`src/rtl/usrt_pkg.sv`:
```
package usrt_pkg;
  localparam int DW        = 16;
  localparam int MIN_W     = 4;
  localparam int WW        = 5;
  localparam int STOP_MAX  = 2;
  localparam int FRAME_MAX = 1 + DW + 1 + STOP_MAX;
  localparam int IW        = $clog2(FRAME_MAX);

  typedef enum logic [1:0] {
    PAR_NONE = 2'b00,
    PAR_EVEN = 2'b01,
    PAR_ODD  = 2'b10,
    PAR_RSVD = 2'b11
  } par_e;

  typedef struct packed {
    logic [WW-1:0] width;
    par_e          par;
    logic          stop2;
  } fmt_t;

  function automatic logic [WW-1:0] clamp_width(input logic [WW-1:0] w);
    if (int'(w) < MIN_W) return WW'(MIN_W);
    if (int'(w) > DW)    return WW'(DW);
    return w;
  endfunction

  function automatic logic par_on(input par_e p);
    return (p == PAR_EVEN) || (p == PAR_ODD);
  endfunction

  function automatic logic [DW-1:0] width_mask(input logic [WW-1:0] w);
    logic [DW-1:0] m;
    for (int i = 0; i < DW; i++) m[i] = (i < int'(w));
    return m;
  endfunction

  function automatic logic [IW-1:0] frame_bits(input fmt_t f);
    return IW'(1) + IW'(f.width) + IW'(par_on(f.par)) + (f.stop2 ? IW'(2) : IW'(1));
  endfunction

  function automatic logic parity_of(input logic [DW-1:0] d, input logic [WW-1:0] w,
                                     input par_e p);
    logic x;
    x = ^(d & width_mask(w));
    return (p == PAR_ODD) ? ~x : x;
  endfunction

  // Level of frame slot idx for a given word and format.
  function automatic logic tx_bit_at(input logic [DW-1:0] d, input fmt_t f,
                                     input logic [IW-1:0] idx);
    logic b;
    b = 1'b1;
    if (idx == '0) b = 1'b0;
    for (int i = 0; i < DW; i++)
      if ((i < int'(f.width)) && (int'(idx) == i + 1)) b = d[i];
    if (par_on(f.par) && (int'(idx) == int'(f.width) + 1))
      b = parity_of(d, f.width, f.par);
    return b;
  endfunction

  function automatic logic slot_of(input logic [FRAME_MAX-1:0] s, input int pos);
    logic b;
    b = 1'b0;
    for (int i = 0; i < FRAME_MAX; i++)
      if (i == pos) b = s[i];
    return b;
  endfunction

  function automatic logic [DW-1:0] rx_word(input logic [FRAME_MAX-1:0] s,
                                            input logic [WW-1:0] w);
    logic [DW-1:0] d;
    for (int i = 0; i < DW; i++) d[i] = (i < int'(w)) ? s[i+1] : 1'b0;
    return d;
  endfunction

  function automatic logic rx_par_bad(input logic [FRAME_MAX-1:0] s, input fmt_t f);
    if (!par_on(f.par)) return 1'b0;
    return slot_of(s, int'(f.width) + 1) != parity_of(rx_word(s, f.width), f.width, f.par);
  endfunction

  function automatic logic rx_stop_bad(input logic [FRAME_MAX-1:0] s, input fmt_t f);
    int first;
    first = 1 + int'(f.width) + int'(par_on(f.par));
    return !slot_of(s, first) || (f.stop2 && !slot_of(s, first + 1));
  endfunction
endpackage

```
`src/rtl/usrt_bitclk.sv`:
```
module usrt_bitclk #(
  parameter int HALF_W = 16
) (
  input  logic              clk,
  input  logic              rst_n,
  input  logic              start,
  input  logic              halt,
  input  logic [HALF_W-1:0] half_lat,
  output logic              sclk,
  output logic              running,
  output logic              rise_evt,
  output logic              fall_evt
);
  logic [HALF_W-1:0] cnt;
  logic              phase_end;

  assign phase_end = running && (cnt == half_lat - 1'b1);
  assign rise_evt  = phase_end && !sclk;
  assign fall_evt  = phase_end && sclk;

  always_ff @(posedge clk or negedge rst_n) begin
    if (!rst_n) begin
      cnt     <= '0;
      running <= 1'b0;
      sclk    <= 1'b1;
    end else if (start) begin
      cnt     <= '0;
      running <= 1'b1;
      sclk    <= 1'b0;
    end else if (running) begin
      if (phase_end) begin
        cnt <= '0;
        if (fall_evt && halt) running <= 1'b0;
        else                  sclk    <= ~sclk;
      end else begin
        cnt <= cnt + 1'b1;
      end
    end
  end
endmodule

```
`src/rtl/usrt_txpath.sv`:
```
module usrt_txpath
  import usrt_pkg::*;
(
  input  logic          clk,
  input  logic          rst_n,
  input  logic          start,
  input  logic [DW-1:0] load_word,
  input  fmt_t          fmt_lat,
  input  logic          advance,
  input  logic [IW-1:0] next_idx,
  output logic          dout
);
  logic [DW-1:0] word;

  always_ff @(posedge clk or negedge rst_n) begin
    if (!rst_n) begin
      word <= '0;
      dout <= 1'b1;
    end else if (start) begin
      word <= load_word;
      dout <= 1'b0;
    end else if (advance) begin
      dout <= tx_bit_at(word, fmt_lat, next_idx);
    end
  end
endmodule

```
`src/rtl/usrt_rxpath.sv`:
```
module usrt_rxpath
  import usrt_pkg::*;
(
  input  logic          clk,
  input  logic          rst_n,
  input  logic          sample,
  input  logic [IW-1:0] idx,
  input  logic          din,
  input  logic          finish,
  input  fmt_t          fmt_lat,
  input  logic          take,
  output logic [DW-1:0] data,
  output logic          perr,
  output logic          ferr,
  output logic          valid
);
  logic [FRAME_MAX-1:0] samp;

  always_ff @(posedge clk or negedge rst_n) begin
    if (!rst_n) begin
      samp <= '0;
    end else if (sample) begin
      for (int i = 0; i < FRAME_MAX; i++)
        if (int'(idx) == i) samp[i] <= din;
    end
  end

  always_ff @(posedge clk or negedge rst_n) begin
    if (!rst_n) begin
      data  <= '0;
      perr  <= 1'b0;
      ferr  <= 1'b0;
      valid <= 1'b0;
    end else if (finish) begin
      data  <= rx_word(samp, fmt_lat.width);
      perr  <= rx_par_bad(samp, fmt_lat);
      ferr  <= rx_stop_bad(samp, fmt_lat);
      valid <= 1'b1;
    end else if (valid && take) begin
      valid <= 1'b0;
    end
  end
endmodule

```
`src/rtl/usrt_master.sv`:
```
module usrt_master #(
  parameter int HALF_W = 16
) (
  input  logic                      clk,
  input  logic                      rst_n,
  input  logic [usrt_pkg::WW-1:0]   cfg_width,
  input  logic [1:0]                cfg_parity,
  input  logic                      cfg_stop2,
  input  logic [HALF_W-1:0]         cfg_half,
  input  logic [usrt_pkg::DW-1:0]   tx_data,
  input  logic                      tx_valid,
  output logic                      tx_ready,
  output logic [usrt_pkg::DW-1:0]   rx_data,
  output logic                      rx_perr,
  output logic                      rx_ferr,
  output logic                      rx_valid,
  input  logic                      rx_ready,
  output logic                      ser_clk,
  output logic                      ser_dout,
  input  logic                      ser_din
);
  import usrt_pkg::*;

  fmt_t              fmt_lat;
  logic [HALF_W-1:0] half_lat;
  logic [IW-1:0]     idx;
  logic [IW-1:0]     last_idx;
  logic              busy;
  logic              start;
  logic              rise_evt;
  logic              fall_evt;
  logic              frame_end;
  logic              bit_step;

  assign tx_ready  = !busy && !rx_valid;
  assign start     = tx_valid && tx_ready;
  assign last_idx  = frame_bits(fmt_lat) - 1'b1;
  assign frame_end = fall_evt && (idx == last_idx);
  assign bit_step  = fall_evt && !frame_end;

  always_ff @(posedge clk or negedge rst_n) begin
    if (!rst_n) begin
      fmt_lat  <= '{width: WW'(MIN_W), par: PAR_NONE, stop2: 1'b0};
      half_lat <= HALF_W'(1);
      idx      <= '0;
    end else if (start) begin
      fmt_lat  <= '{width: clamp_width(cfg_width), par: par_e'(cfg_parity), stop2: cfg_stop2};
      half_lat <= (cfg_half == '0) ? HALF_W'(1) : cfg_half;
      idx      <= '0;
    end else if (bit_step) begin
      idx <= idx + 1'b1;
    end
  end

  usrt_bitclk #(.HALF_W(HALF_W)) u_bitclk (
    .clk      (clk),
    .rst_n    (rst_n),
    .start    (start),
    .halt     (frame_end),
    .half_lat (half_lat),
    .sclk     (ser_clk),
    .running  (busy),
    .rise_evt (rise_evt),
    .fall_evt (fall_evt)
  );

  usrt_txpath u_tx (
    .clk       (clk),
    .rst_n     (rst_n),
    .start     (start),
    .load_word (tx_data),
    .fmt_lat   (fmt_lat),
    .advance   (bit_step),
    .next_idx  (idx + 1'b1),
    .dout      (ser_dout)
  );

  usrt_rxpath u_rx (
    .clk     (clk),
    .rst_n   (rst_n),
    .sample  (rise_evt),
    .idx     (idx),
    .din     (ser_din),
    .finish  (frame_end),
    .fmt_lat (fmt_lat),
    .take    (rx_ready),
    .data    (rx_data),
    .perr    (rx_perr),
    .ferr    (rx_ferr),
    .valid   (rx_valid)
  );
endmodule

```
`config.mk`:
```
export PLATFORM = sky130hd
export DESIGN_NAME = usrt_master
export DESIGN_NICKNAME = d
export VERILOG_FILES = /design/src/rtl/usrt_pkg.sv /design/src/rtl/usrt_bitclk.sv /design/src/rtl/usrt_txpath.sv /design/src/rtl/usrt_rxpath.sv /design/src/rtl/usrt_master.sv
export SDC_FILE = /design/constraint.sdc
export NUM_CORES = 1
export LEC_CHECK = 0
export BUFFER_PORTS_ARGS = -buffer_cell sky130_fd_sc_hd__clkbuf_2
export CORE_AREA = 5 5 136 138
export CTS_BUF_LIST = sky130_fd_sc_hd__clkbuf_16
export DETAILED_ROUTE_END_ITERATION = 8
export DIE_AREA = 0 0 141 143
export SYNTH_ARGS = -nofsm -noshare
export SYNTH_HDL_FRONTEND = slang
export SYNTH_SLANG_ARGS = --single-unit
```
`constraint.sdc`:
```
create_clock -name clk -period 9.78 [get_ports clk]
set_clock_uncertainty 0.2 [all_clocks]
set_input_delay 2.445 -clock clk [delete_from_list [all_inputs] [get_ports clk]]
set_output_delay 2.445 -clock clk [all_outputs]
set_load 0.02 [all_outputs]
```
==> results.md <==
* Run status: finished, final reports clean
* Area grow syn2layout at 9.29%
* Max Clk Rate at 0.222 GHz
* Synth warn at 0
* DP Area at 7970 um^2
* Layout cell share with drive strength beyond 1 at 14.3%
* CP arrival at 4550 ps
* Worst-Margin Slew at 1040 ps
* Final Max Slew Viols at 0
* # DRC at 0
* Vias at 6,641
* Worst setup SP type: input port
* Die width at 141 um
* Post-synth EDFFs at 0
* CP max stage delay at 720 ps
* Count leader, synth: nand2_1
* Skew-Pair Late Insertion Delay at 360 ps
* Antenna Nets Post-Route at 0
* Overall Global Routing Usage at 21.2%
* Nets at 981
* Mapped Cells at 892
* Syn nets at 956
* Ant. Diodes at 0
* Static Leak at 3.71 nW
* Initial Util at 44.4%
* Sink Count at 103
* Vias per cell at 5.79
* Yosys top cell by area: dfrtp_1
* Worst min path class: reg2reg
* Ys flop type: dfrtp_1
* Crit-path slowest cell: and2_2
* Crit end category: flip-flop
* TritonCTS Buffers at 9
* Reg2reg end: u_rx.ferr
* Maximum buffer depth of the clock tree at 2
* Delay-heaviest family, CP: simple AND/OR/NAND/NOR gates
* PwrDens at 104 nW/um^2
* WS Path Type: in2reg
* Worst path most repeated cell: nor2_1
* Setup TNS at 0 ps
* Post-CTS setup buffers at 0
* Root Driver: clkbuf_16
* Gp weighted congestion at 0.878
* Post-Synthesis Cell Area at 7570 um^2
* Netlist cell types at 74
* Gr ovfl total at 0
* Slew headroom at 30.4%
* 1st-pass router iterations at 5
* Final wirelength at 21,000 um
* Vias in the first global route at 6,170
* FFs w/ async S/R, synth at 100%
* Final min period at 4510 ps
* CP startpoint: tx_valid
* Share of Yosys cell area claimed by the top area cell type at 32.7%
* Site Rows at 48
* Die height at 143 um
* RSZ-0062 raised after global routing: false
* CP max FO at 51
* Post-synth top cells: nand2_1, dfrtp_1, o21ai_0
* Post-DR wirelength/cell at 18.3 um
* Die ar. at 20,200 um^2
* Syn avg cell area at 8.48 um^2
* Critical path buffers and inverters at 1
* CTS tree: built
* Reg2Reg Setup Slack at 5560 ps
* Worst vdd ir at 0.0842 mV
* Design Area, Final at 8270 um^2
* Setup violators final at 0
* Worst-path clk slew at 70 ps
* Initial drt markers at 558
* Reg2reg start: fmt_lat[4]
* Antenna violations before repair at 0
* First-pass GRT wire length at 34,000 um
* Pin count of the biggest net entering global routing at 83
* Synthesized flop and latch total at 103
* Top Ports at 67
* MaxCap Viol Count at 0
* Period utilization at 46.1%
* CP endpoint: u_bitclk.cnt[15]
* Final hold violations at 0
* IO Port Bufs at 66
* Sequential area share after synthesis at 34.1%
* Worst reg2reg path depth at 9
* H-Tree Depth at 3
* WP data required at 9820 ps
* Core area at 17,100 um^2
* Crit path cell chain: clkbuf_2 -> and2_2 -> o2111ai_1 -> nor2_1 -> and3_1 -> and4_1 -> nand4_1 -> xor2_1 -> nor2_1
* Post-cts sizing count at 0
* Largest cells by area after synthesis: dfrtp_1, nand2_1, xnor2_1, mux2_2, o21ai_0
* HPWL Detailed at 15,300 um
* Hold buffer count at cts at 0
* Levels on crit path at 9
## sequential cells by signal, indices dropped and copies added, names as in the netlist, 5 cells and up
| name | flops |
|---|---|
| u_rx.data | 16 |
| u_tx.word | 16 |
| half_lat | 16 |
| u_bitclk.cnt | 16 |
| fmt_lat | 8 |
| u_rx.samp | 20 |
| idx | 5 |
## cell type report
class	instances	area, um^2
Clock buffer	9	225
Clock inverter	7	70.1
Fill cell	1716	8790
Inverter	33	124
Multi-Input combinational cell	700	4620
Sequential cell	103	2580
Tap cell	225	282
Timing Repair Buffer	70	363
## worst register-to-register path, cell delays in order (launching register included)
cell and delay (ps):
dfrtp_1 820, inv_1 310, ha_1 410, ha_1 880, nor3_1 150, a2111oi_0 600
nor3_1 130, a21oi_1 160, o2111ai_1 160, mux2_2 290
## power breakdown
| group | internal, mW | switching [mW] | total, mW | leakage (nW) |
|---|---|---|---|---|
| combinational | 0.0252 | 0.0262 | 0.0515 | 2.30 |
| sequential | 0.430 | 0.00886 | 0.439 | 1.27 |
| clock | 0.199 | 0.171 | 0.369 | 0.138 |
## logic make-up (layout without fill, tap and decap cells)
kind of cell	count (synthesis)	count (layout)	share of synthesized area, %
AND/OR/NAND/NOR	380	380	25.2
AO/OA/AOI/OAI	173	173	15.2
flip-flops	103	103	34.1
buffers and inverters	89	119	4.78
XOR/XNOR	64	64	7.77
multiplexers	64	64	9.56
adder cells (fa/ha/maj)	19	19	3.34
## cell usage in the layout (no fill, tap or decap), types with 4 or more instances in the layout
master       n
nand2_1    163
dfrtp_1     99
clkbuf_2    65
o21ai_0     51
nor2_1      49
xnor2_1     40
inv_1       32
mux2_2      29
nand3_1     27
a21oi_1     27
mux2i_1     25
xor2_1      22
nor2b_1     20
nand4_1     19
ha_1        17
nor3_1      14
and3_1      13
o211ai_1    12
nor3b_1     11
nand2b_1     9
nand3b_1     9
clkbuf_16    9
nand4b_1     8
or3_1        8
a22oi_1      8
mux2_1       7
and2_1       7
a211oi_1     7
nor4_1       5
o31ai_1      5
o2111ai_1    5
o22ai_1      5
buf_4        5
a32oi_1      4
o21ai_1      4
a31oi_1      4
dfstp_2      4
## stage by stage
step           hold WS (ps)  instances  utilization [%]  setup WS, ps  power [mW]
6_report                291       1147             48.5          5270       0.859
5_1_grt                 317       1147             48.5          5080       0.894
4_1_cts                 301       1147             48.5          5230       0.869
3_5_place_dp            285       1131             46.8          4860       0.499
3_3_place_gp            277       1131             46.8          4890       0.499
2_1_floorplan           250        892                -          5700       0.471
## metal layers
| layer | vias to the layer above | GRT usage, % | wire length [um] |
|---|---|---|---|
| met2 | 196 | 32.7 | 9480 |
| met4 | 0 | 5.76 | 338 |
| met5 | - | 0 | 0 |
| li1 | 3229 | - | - |
| met1 | 3195 | 31.2 | 10200 |
| met3 | 21 | 3.42 | 994 |
## how the worst min path moves through the flow
| stage | startpoint | to | depth (start not counted) |
|---|---|---|---|
| 2_1_floorplan | fmt_lat[2] | fmt_lat[2] | 2 |
| 6_report | fmt_lat[2] | fmt_lat[2] | 2 |
| 5_1_grt | u_rx.data[0] | u_rx.data[0] | 1 |
| 4_1_cts | fmt_lat[2] | fmt_lat[2] | 2 |
| 3_5_place_dp | fmt_lat[2] | fmt_lat[2] | 2 |
| 3_3_place_gp | fmt_lat[2] | fmt_lat[2] | 2 |
(Power assumes the default switching activity.)
